[src/rtl/mc_pkg.sv]
`timescale 1ns/1ps
package mc_pkg;

   typedef enum logic [3:0] {
      S_FETCH, S_DECODE, S_MEMADR, S_MEMRD, S_MEMWB,
      S_MEMWR, S_EXEC, S_RTWB, S_BRANCH, S_JUMP
   } state_t;

   localparam logic [5:0] OP_ARITH = 6'h00;
   localparam logic [5:0] OP_JUMP  = 6'h02;
   localparam logic [5:0] OP_BEQ   = 6'h04;
   localparam logic [5:0] OP_LOAD  = 6'h23;
   localparam logic [5:0] OP_STORE = 6'h2B;

   localparam logic [5:0] FN_ADD = 6'h20;
   localparam logic [5:0] FN_SUB = 6'h22;
   localparam logic [5:0] FN_AND = 6'h24;
   localparam logic [5:0] FN_OR  = 6'h25;
   localparam logic [5:0] FN_SLT = 6'h2A;

   typedef enum logic [1:0] {ALU_ADD, ALU_SUB, ALU_FUNCT} alu_mode_t;
   typedef enum logic [1:0] {OPB_REG, OPB_FOUR, OPB_IMM, OPB_OFS} opb_t;
   typedef enum logic [1:0] {PC_ALU, PC_TGT, PC_JMP} pcsel_t;

   typedef struct packed {
      logic      pc_ld;
      logic      pc_ld_eq;
      logic      addr_from_alu;
      logic      mem_rd;
      logic      mem_wr;
      logic      ir_ld;
      logic      wb_from_mem;
      logic      rf_we;
      logic      dst_rd;
      logic      opa_reg;
      opb_t      opb_sel;
      alu_mode_t alu_mode;
      pcsel_t    pc_sel;
   } ctrl_t;

endpackage

[src/rtl/mc_alu.sv]
`timescale 1ns/1ps
module mc_alu #(
   parameter int W = 32
) (
   input  logic [W-1:0]       a,
   input  logic [W-1:0]       b,
   input  mc_pkg::alu_mode_t  mode,
   input  logic [5:0]         funct,
   output logic [W-1:0]       y,
   output logic               zero
);
   import mc_pkg::*;

   always_comb begin
      y = a + b;
      case (mode)
         ALU_SUB: y = a - b;
         ALU_FUNCT: begin
            case (funct)
               FN_SUB:  y = a - b;
               FN_AND:  y = a & b;
               FN_OR:   y = a | b;
               FN_SLT:  y = ($signed(a) < $signed(b)) ? W'(1) : '0;
               default: y = a + b;
            endcase
         end
         default: y = a + b;
      endcase
   end

   assign zero = (y == '0);
endmodule

[src/rtl/mc_regfile.sv]
`timescale 1ns/1ps
module mc_regfile #(
   parameter int W     = 32,
   parameter int NREG  = 32,
   parameter int NRD   = 2,
   localparam int AW   = $clog2(NREG)
) (
   input  logic          clk,
   input  logic          rst_n,
   input  logic [AW-1:0] ra [NRD],
   output logic [W-1:0]  rd [NRD],
   input  logic          we,
   input  logic [AW-1:0] wa,
   input  logic [W-1:0]  wd
);
   logic [W-1:0] q [NREG];

   always_ff @(posedge clk) begin
      if (!rst_n) begin
         for (int i = 0; i < NREG; i++) q[i] <= '0;
      end else if (we && wa != '0) begin
         q[wa] <= wd;
      end
   end

   for (genvar p = 0; p < NRD; p++) begin : g_rport
      assign rd[p] = (ra[p] == '0) ? '0 : q[ra[p]];
   end
endmodule

[src/rtl/mc_ctrl.sv]
`timescale 1ns/1ps
module mc_ctrl (
   input  logic           clk,
   input  logic           rst_n,
   input  logic [5:0]     opcode,
   output mc_pkg::ctrl_t  ctl,
   output mc_pkg::state_t st
);
   import mc_pkg::*;

   state_t nxt;

   always_ff @(posedge clk) begin
      if (!rst_n) st <= S_FETCH;
      else        st <= nxt;
   end

   always_comb begin
      ctl = '0;
      nxt = S_FETCH;
      case (st)
         S_FETCH: begin
            ctl.mem_rd   = 1'b1;
            ctl.ir_ld    = 1'b1;
            ctl.opb_sel  = OPB_FOUR;
            ctl.pc_ld    = 1'b1;
            ctl.pc_sel   = PC_ALU;
            nxt          = S_DECODE;
         end
         S_DECODE: begin
            ctl.opb_sel  = OPB_OFS;
            case (opcode)
               OP_LOAD, OP_STORE: nxt = S_MEMADR;
               OP_ARITH:          nxt = S_EXEC;
               OP_BEQ:            nxt = S_BRANCH;
               OP_JUMP:           nxt = S_JUMP;
               default:           nxt = S_FETCH;
            endcase
         end
         S_MEMADR: begin
            ctl.opa_reg  = 1'b1;
            ctl.opb_sel  = OPB_IMM;
            nxt          = (opcode == OP_LOAD) ? S_MEMRD : S_MEMWR;
         end
         S_MEMRD: begin
            ctl.mem_rd        = 1'b1;
            ctl.addr_from_alu = 1'b1;
            nxt               = S_MEMWB;
         end
         S_MEMWB: begin
            ctl.rf_we       = 1'b1;
            ctl.wb_from_mem = 1'b1;
         end
         S_MEMWR: begin
            ctl.mem_wr        = 1'b1;
            ctl.addr_from_alu = 1'b1;
         end
         S_EXEC: begin
            ctl.opa_reg  = 1'b1;
            ctl.opb_sel  = OPB_REG;
            ctl.alu_mode = ALU_FUNCT;
            nxt          = S_RTWB;
         end
         S_RTWB: begin
            ctl.rf_we  = 1'b1;
            ctl.dst_rd = 1'b1;
         end
         S_BRANCH: begin
            ctl.opa_reg  = 1'b1;
            ctl.opb_sel  = OPB_REG;
            ctl.alu_mode = ALU_SUB;
            ctl.pc_ld_eq = 1'b1;
            ctl.pc_sel   = PC_TGT;
         end
         S_JUMP: begin
            ctl.pc_ld  = 1'b1;
            ctl.pc_sel = PC_JMP;
         end
         default: nxt = S_FETCH;
      endcase
   end
endmodule

[src/rtl/mc_core.sv]
`timescale 1ns/1ps
module mc_core #(
   parameter int          W      = 32,
   parameter int          NREG   = 32,
   parameter logic [31:0] RST_PC = 32'h0
) (
   input  logic         clk,
   input  logic         rst_n,
   output logic [31:0]  mem_addr,
   output logic [31:0]  mem_wdata,
   input  logic [31:0]  mem_rdata,
   output logic         mem_rd,
   output logic         mem_wr
);
   import mc_pkg::*;

   localparam int AW = $clog2(NREG);

   if (W != 32 || NREG != 32) begin : g_bad_size
      $error("mc_core: instruction fields fix W and NREG at 32");
   end
   if (RST_PC[1:0] != 2'b00) begin : g_bad_rst
      $error("mc_core: RST_PC must be word aligned");
   end

   ctrl_t        ctl;
   state_t       st;
   logic [W-1:0] pc_q, ir_q, mdr_q, a_q, b_q, alu_q;
   logic [W-1:0] opa, opb, alu_y, pc_next, imm_sx;
   logic         alu_zero;
   logic [AW-1:0] ra [2];
   logic [W-1:0]  rdat [2];
   logic [AW-1:0] wa;
   logic [W-1:0]  wd;

   mc_ctrl u_ctrl (
      .clk    (clk),
      .rst_n  (rst_n),
      .opcode (ir_q[31:26]),
      .ctl    (ctl),
      .st     (st)
   );

   assign ra[0] = ir_q[25:21];
   assign ra[1] = ir_q[20:16];
   assign wa    = ctl.dst_rd ? ir_q[15:11] : ir_q[20:16];
   assign wd    = ctl.wb_from_mem ? mdr_q : alu_q;

   mc_regfile #(.W(W), .NREG(NREG), .NRD(2)) u_rf (
      .clk   (clk),
      .rst_n (rst_n),
      .ra    (ra),
      .rd    (rdat),
      .we    (ctl.rf_we),
      .wa    (wa),
      .wd    (wd)
   );

   assign imm_sx = {{(W-16){ir_q[15]}}, ir_q[15:0]};
   assign opa    = ctl.opa_reg ? a_q : pc_q;

   always_comb begin
      case (ctl.opb_sel)
         OPB_REG:  opb = b_q;
         OPB_FOUR: opb = W'(4);
         OPB_IMM:  opb = imm_sx;
         default:  opb = imm_sx << 2;
      endcase
   end

   mc_alu #(.W(W)) u_alu (
      .a     (opa),
      .b     (opb),
      .mode  (ctl.alu_mode),
      .funct (ir_q[5:0]),
      .y     (alu_y),
      .zero  (alu_zero)
   );

   always_comb begin
      case (ctl.pc_sel)
         PC_TGT:  pc_next = alu_q;
         PC_JMP:  pc_next = {pc_q[W-1:W-4], ir_q[25:0], 2'b00};
         default: pc_next = alu_y;
      endcase
   end

   always_ff @(posedge clk) begin
      if (!rst_n) begin
         pc_q  <= RST_PC;
         ir_q  <= '0;
         mdr_q <= '0;
         a_q   <= '0;
         b_q   <= '0;
         alu_q <= '0;
      end else begin
         if (ctl.pc_ld || (ctl.pc_ld_eq && alu_zero)) pc_q <= pc_next;
         if (ctl.ir_ld) ir_q <= mem_rdata;
         if (ctl.mem_rd && ctl.addr_from_alu) mdr_q <= mem_rdata;
         a_q   <= rdat[0];
         b_q   <= rdat[1];
         alu_q <= alu_y;
      end
   end

   assign mem_addr  = ctl.addr_from_alu ? alu_q : pc_q;
   assign mem_wdata = b_q;
   assign mem_rd    = ctl.mem_rd;
   assign mem_wr    = ctl.mem_wr;
endmodule

[config.mk]
export PLATFORM = sky130hd
export DESIGN_NAME = mc_core
export DESIGN_NICKNAME = d
export VERILOG_FILES = /design/src/rtl/mc_pkg.sv /design/src/rtl/mc_alu.sv /design/src/rtl/mc_regfile.sv /design/src/rtl/mc_ctrl.sv /design/src/rtl/mc_core.sv
export SDC_FILE = /design/constraint.sdc
export NUM_CORES = 2
export LEC_CHECK = 0
export CORE_MARGIN = 3
export CORE_UTILIZATION = 50
export CTS_BUF_LIST = sky130_fd_sc_hd__clkbuf_4 sky130_fd_sc_hd__clkbuf_8 sky130_fd_sc_hd__clkbuf_16
export CTS_CLUSTER_SIZE = 12
export DETAILED_ROUTE_END_ITERATION = 8
export DONT_BUFFER_PORTS = 1
export MAX_ROUTING_LAYER = met4
export PLACE_DENSITY = 0.69
export SYNTH_ARGS = -nofsm -noshare
export SYNTH_HDL_FRONTEND = slang
export SYNTH_SLANG_ARGS = --single-unit
[constraint.sdc]
create_clock -name clk -period 6.5 [get_ports clk]
set_clock_uncertainty 0.2 [all_clocks]
set_input_delay 0.65 -clock clk [delete_from_list [all_inputs] [get_ports clk]]
set_output_delay 0.65 -clock clk [all_outputs]
set_load 0.05 [all_outputs]
### After elaboration in Yosys (flattened, before gate mapping)

Memory sizes are Yosys's and may differ from the RTL's. A register that Yosys moved wholly into a read port is not among the register bits.
Index checks and enable logic that the tools add are counted.
Widths: inputs -> output; s select.

| word-level totals | value |
|---|---|
| input bits | 34 |
| memories | 1 |
| register bits after elaboration | 132 |
| bits in writable memories | 1024 |

| operators by class | value |
|---|---|
| reductions and logical operators | 21 |
| equality and inequality tests | 23 |
| bitwise gates (word level) | 4 |
| $lt $le $gt $ge | 1 |
| $add $sub $neg | 2 |
| mux-type cells | 32 |

Memory list:

| memory | depth | width | read ports | clocked after Yosys merged registers in | write ports | line | RTL |
|---|---|---|---|---|---|---|---|
| u_rf.q | 32 | 32 | 2 | 2 | 32 | mc_regfile.sv:16 | `logic [W-1:0] q [NREG];` |

Operators by type and width:

| kind | number |
|---|---|
| $mux 32 | 4 |
| $pmux 32 s2 | 2 |
| $pmux 32 s4 | 1 |
| $pmux 32 s3 | 1 |
| $eq 6x6->1 const B | 6 |
| $add 32x32->32 | 1 |
| $and 32x32->32 | 1 |
| $logic_not 32->1 | 1 |
| $lt 32x32->1 | 1 |
| $or 32x32->32 | 1 |
| $reduce_or 32->1 | 1 |
| $sub 32x32->32 | 1 |
| $pmux 4 s5 | 1 |
| $eq 4x3->1 const B | 4 |
| $mux 1 | 16 |
| $pmux 4 s4 | 1 |
| $reduce_or 2->1 | 7 |
| $logic_not 5->1 | 2 |
| $mux 5 | 2 |
| $eq 4x2->1 const B | 2 |
| $eq 4x4->1 const B | 2 |
| $pmux 2 s2 | 2 |
| $eq 2x1->1 const B | 3 |
| $eq 2x2->1 const B | 3 |
| other kinds (14) | 17 |

### Depth between registers and ports, before layout

| depth | value |
|---|---|
| depth after elaboration | 12 |
| gate-level depth with buffers | 22 |
| mapped depth without buffers | 19 |

### By module

From an unflattened synthesis, not the netlist that was laid out.

| unflattened totals | value |
|---|---|
| cell total of the unflattened synthesis | 5369 |
| area, all modules | 69426.6 um^2 |

Modules (own cells, without submodules):

| module | area each (um^2) | seq. area each (um^2) | times used | cells an instance |
|---|---|---|---|---|
| mc_regfile | 54204.5 | 30749.5 | 1 | 3509 |
| mc_core | 8388.0 | 3843.7 | 1 | 837 |
| mc_alu | 6401.1 | 0.0 | 1 | 963 |
| mc_ctrl | 432.9 | 80.1 | 1 | 60 |

### Least setup slack after synthesis

Ideal clock, no wire load.

| path | value |
|---|---|
| path type | reg-to-reg |
| start | reg u_ctrl.st[1] |
| end | reg pc_q[10] |
| setup slack | 917 ps |
| data arrival time | 5311 ps |
| path buffers | 5 |
| stages on the path, launching flop included | 21 |
| required time | 6228 ps |
| setup time | 72 ps |
| path through | dfxtp_1 clkbuf_1 mux2_2 nor2_1 clkbuf_1 mux2_2 ha_1 buf_6 or3b_4 a31o_2 a2111oi_4 o2111ai_2 a41oi_1 a221oi_1 o21ai_0 a22oi_1 and4_1 a31oi_1 buf_4 buf_6 mux2i_1 |

| between the ends | value |
|---|---|
| word-level cells in the longest chain between the ends | 11 |
| elaborated cells between the ends (all ways) | 35 |
| those cells by class | add/sub: 2; order compare: 1; eq/ne: 11; mux: 12; bitwise: 2; reduce/logical: 7 |

Ends and longest elaborated chain:

| element | line | RTL |
|---|---|---|
| start: declaration | mc_ctrl.sv:7 | `output mc_pkg::state_t st` |
| start signal: assignment | mc_ctrl.sv:15 | `else st <= nxt;` |
| $eq 4x2->1, or another cell as far along | mc_ctrl.sv:21 | `case (st)` |
| $pmux 2 s3 or $reduce_or 3->1 (tied branches) | n/a |  |
| $eq 2x2->1, or another cell as far along | mc_core.sv:63 | `case (ctl.opb_sel)` |
| $pmux 32 s3 or $mux 32 (tied branches) | mc_core.sv:63, mc_core.sv:60 |  |
| $lt 32x32->1 | mc_alu.sv:23 | `FN_SLT: y = ($signed(a) < $signed(b)) ? W'(1) : '0;` |
| $mux 1 | mc_alu.sv:23 |  |
| $pmux 32 s4 | mc_alu.sv:19 | `case (funct)` |
| $pmux 32 s2 | mc_alu.sv:16 | `case (mode)` |
| $logic_not 32->1 | mc_alu.sv:31 | `assign zero = (y == '0);` |
| $logic_and 1x1->1 | mc_core.sv:97 | `if (ctl.pc_ld \|\| (ctl.pc_ld_eq && alu_zero)) pc_q <= pc_next;` |
| $logic_or 1x1->1 | mc_core.sv:97 |  |
| end signal: assignment | mc_core.sv:97 |  |
| end: declaration | mc_core.sv:28 | `logic [W-1:0] pc_q, ir_q, mdr_q, a_q, b_q, alu_q;` |

Several ways; a longest one is shown, not always the timed one.
A chain may end at the register's enable or synchronous reset.

### Worst setup path after layout

| path | value |
|---|---|
| start | reg u_ctrl.st[2] |
| end | reg pc_q[5] |

The elaborated chain is that of the path after synthesis.

==> flow_summary.json <==
{
  "r2r-start": "u_ctrl.st[2]",
  "start_util": 0.505,
  "io_buffers": 0,
  "crit_family": "compound AO/OA/AOI/OAI gates",
  "async_flop_share": 0,
  "cts_tree": "built",
  "end_kind": "register",
  "cts.reportedPaths.clkPinSlew_ns": 0.06,
  "yosys_most_used_dff": "edfxtp_1",
  "arrival_ns": 6.79,
  "totalWireLength_mm": 248,
  "setup_tns_ns": 0,
  "min_period_ns": 6.30,
  "root_buffer": "clkbuf_16",
  "crit_chain": "nand2b_1, mux2_2, nor2_4, buf_4, mux2_2, ha_1, or3b_4, a31o_2, a2111oi_4, o2111ai_2, a41oi_1, a221oi_1, o21ai_0, a22oi_1, and4_1, a31oi_4, buf_12, mux2i_1",
  "synth-seq-cells": 1220,
  "nNetsFinal": 5488,
  "drv_slew": 0,
  "drt-vias-per-instance": 7.02,
  "grt_start_max_net_pins": 115,
  "rsz0062_at_grt": "false",
  "coreArea_um2": 132000,
  "synth_seq_area_share": 0.521,
  "crit_start": "u_ctrl.st[2]",
  "routedWlPerCell_um": 34.4,
  "cts_buffers": 133,
  "irDropWorstVdd_mv": 0.330,
  "num_rows": 133,
  "grt_use_total": 0.369,
  "p_per_area_nw_per_um2": 339,
  "die_x_um": 371,
  "syn-instance-count": 5492,
  "avgSynthCellArea_um2": 12.1,
  "drt_iter0_markers": 7845,
  "status": "completed",
  "drive_gt1_frac": 0.213,
  "gp_congestion": 1.00,
  "yosys.cell_types.count": 92,
  "pin_count": 100,
  "hp-start": "rst_n",
  "synth_edf_count": 1024,
  "p_leak_nw": 24.3,
  "crit_fanout": 28,
  "netlist_top_cells_count": "nor2_1, edfxtp_1, clkbuf_1",
  "finalHoldViolations": 0,
  "post_cts_buffers": 0,
  "critPathKind": "register to register",
  "num_vias": 50700,
  "cts.sinks": 1220,
  "syn_area_um2": 66600,
  "h-tree-depth": 4,
  "area_delta_synth_final_pct": 10.7,
  "synth_top_cell_area_share": 0.462,
  "max_freq_ghz": 0.159,
  "yosysMostFrequentCell": "nor2_1",
  "hold_path_class": "input port to register",
  "max_stage_delay_ns": 0.59,
  "tightest_slew_ns": 1.26,
  "antenna_found_initial": 15,
  "synthTopCellsByArea": "edfxtp_1, mux4_2, nor2_1",
  "fillers": 10700,
  "relSlewSlack": 0.141,
  "grt_pass1_vias": 49500,
  "hold_ws_ns": 0.147,
  "clock_latency_ns": 0.79,
  "cp.required_ns": 6.99,
  "cp_slowest_cell": "a2111oi_4",
  "crit_top_cell": "mux2_2",
  "fin_crit_sh": 0.969,
  "setup_viol": 0,
  "worstSetupStartpointType": "register",
  "yosys.area.top_type": "edfxtp_1",
  "hpwl_mm": 158,
  "grt_pass1_wl_mm": 353,
  "grt_overflow": 0,
  "die_h_um": 371,
  "die_area_um2": 138000,
  "drc_errors": 0,
  "crit_buf_inv": 2,
  "antenna_left": 0,
  "detail_route.first_pass.iterations": 8,
  "cap_viol_max_count": 0,
  "max-clock-path-buffers": 3,
  "yosysWarnings": 0
}
## state kept, by name, summed over array words and instances, names as in the netlist
register,flops
a_q,32
u_ctrl.st,4
mem_wdata,32
ir_q,32
mdr_q,32
pc_q,32
alu_q,32
u_rf.q,1024
## routing by layer
layer	GRT usage	wire length, um
met1	0.462	87200
met2	0.561	114000
met3	0.0948	32100
met4	0.183	14700
met5	-	0
## what timing repair did
action,CTS,global route
hold buffers,33,0
endpoints found under the setup margin,0,30
resized for setup,0,5
endpoints found under the hold margin,114,0
## worst paths after layout
path	end	slack, ns	cells after the start
setup / recovery	pc_q[5]	0.20	18
hold / removal	pc_q[16]	0.15	3
setup reg to reg	pc_q[5]	0.20	18
hold reg to reg	ir_q[31]	0.28	2
## worst reg2reg max path: stages (launching register included)
cell and delay, ns:
dfxtp_1 0.34, nand2b_1 0.16, mux2_2 0.29, nor2_4 0.23, buf_4 0.30, mux2_2 0.40
ha_1 0.42, or3b_4 0.48, a31o_2 0.32, a2111oi_4 0.59, o2111ai_2 0.27, a41oi_1 0.52
a221oi_1 0.16, o21ai_0 0.38, a22oi_1 0.15, and4_1 0.27, a31oi_4 0.20, buf_12 0.26
mux2i_1 0.28
## where the power goes
group          leakage, nW  switching [W]  internal (W)  total (W)
Clock                 2.08        0.00315       0.00417    0.00732
Combinational         10.1        0.00524       0.00288    0.00811
Sequential            12.2       0.000677       0.00890    0.00958
## cell families after synthesis
| logic type | share of synthesized area |
|---|---|
| adder cells (fa/ha/maj) | 0.0194 |
| buffers and inverters | 0.0360 |
| other | 0.0000563 |
| multiplexers | 0.218 |
| AO/OA/AOI/OAI | 0.0904 |
| flip-flops | 0.521 |
| XOR/XNOR | 0.00289 |
| AND/OR/NAND/NOR | 0.113 |
## layout by cell type, fill, tap and decap left out, types with 32 or more instances in the layout
cell type and n:
nor2_1 1131, edfxtp_1 1024, mux4_2 442, nand2_1 299
mux2i_1 244, a21oi_1 212, dfxtp_1 186, buf_4 173
mux2_2 158, clkbuf_16 138, inv_1 103, ha_1 100
a221oi_1 74, o22ai_1 69, o21ai_0 66, nand2_2 64
nor3_1 62, o221ai_1 60, o211ai_1 50, nand3_1 42
clkbuf_4 39, a211oi_1 36, a22o_1 35, a211o_1 35
mux2i_4 32, dlygate4sd3_1 32, conb_1 32
## layout make-up
cell class	count	area, um^2	area share
multi-input cells	3674	30300	0.411
repair buffers	217	1870	0.0253
well taps	1755	2200	0.0298
flip-flops and latches	1220	34700	0.471
clock inverters	51	357	0.00484
clock buffers	180	3790	0.0514
inverters	106	400	0.00543
diodes	16	40.0	0.000543
## stage by stage
step / instance area (um^2) / worst slack [ns] / utilization / power, W / cells
3_5_place_dp: 69100 / 0.244 / 0.524 / 0.0175 / 6939
3_3_place_gp: 69100 / 0.282 / 0.524 / 0.0175 / 6939
5_1_grt: 73700 / 0.0374 / 0.559 / 0.0257 / 7216
4_1_cts: 73600 / 0.206 / 0.559 / 0.0247 / 7203
6_report: 73700 / 0.203 / 0.559 / 0.0250 / 7219
2_1_floorplan: 66700 / 0.917 / - / 0.0146 / 5523
No activity file was read; power rests on OpenSTA's default activity.
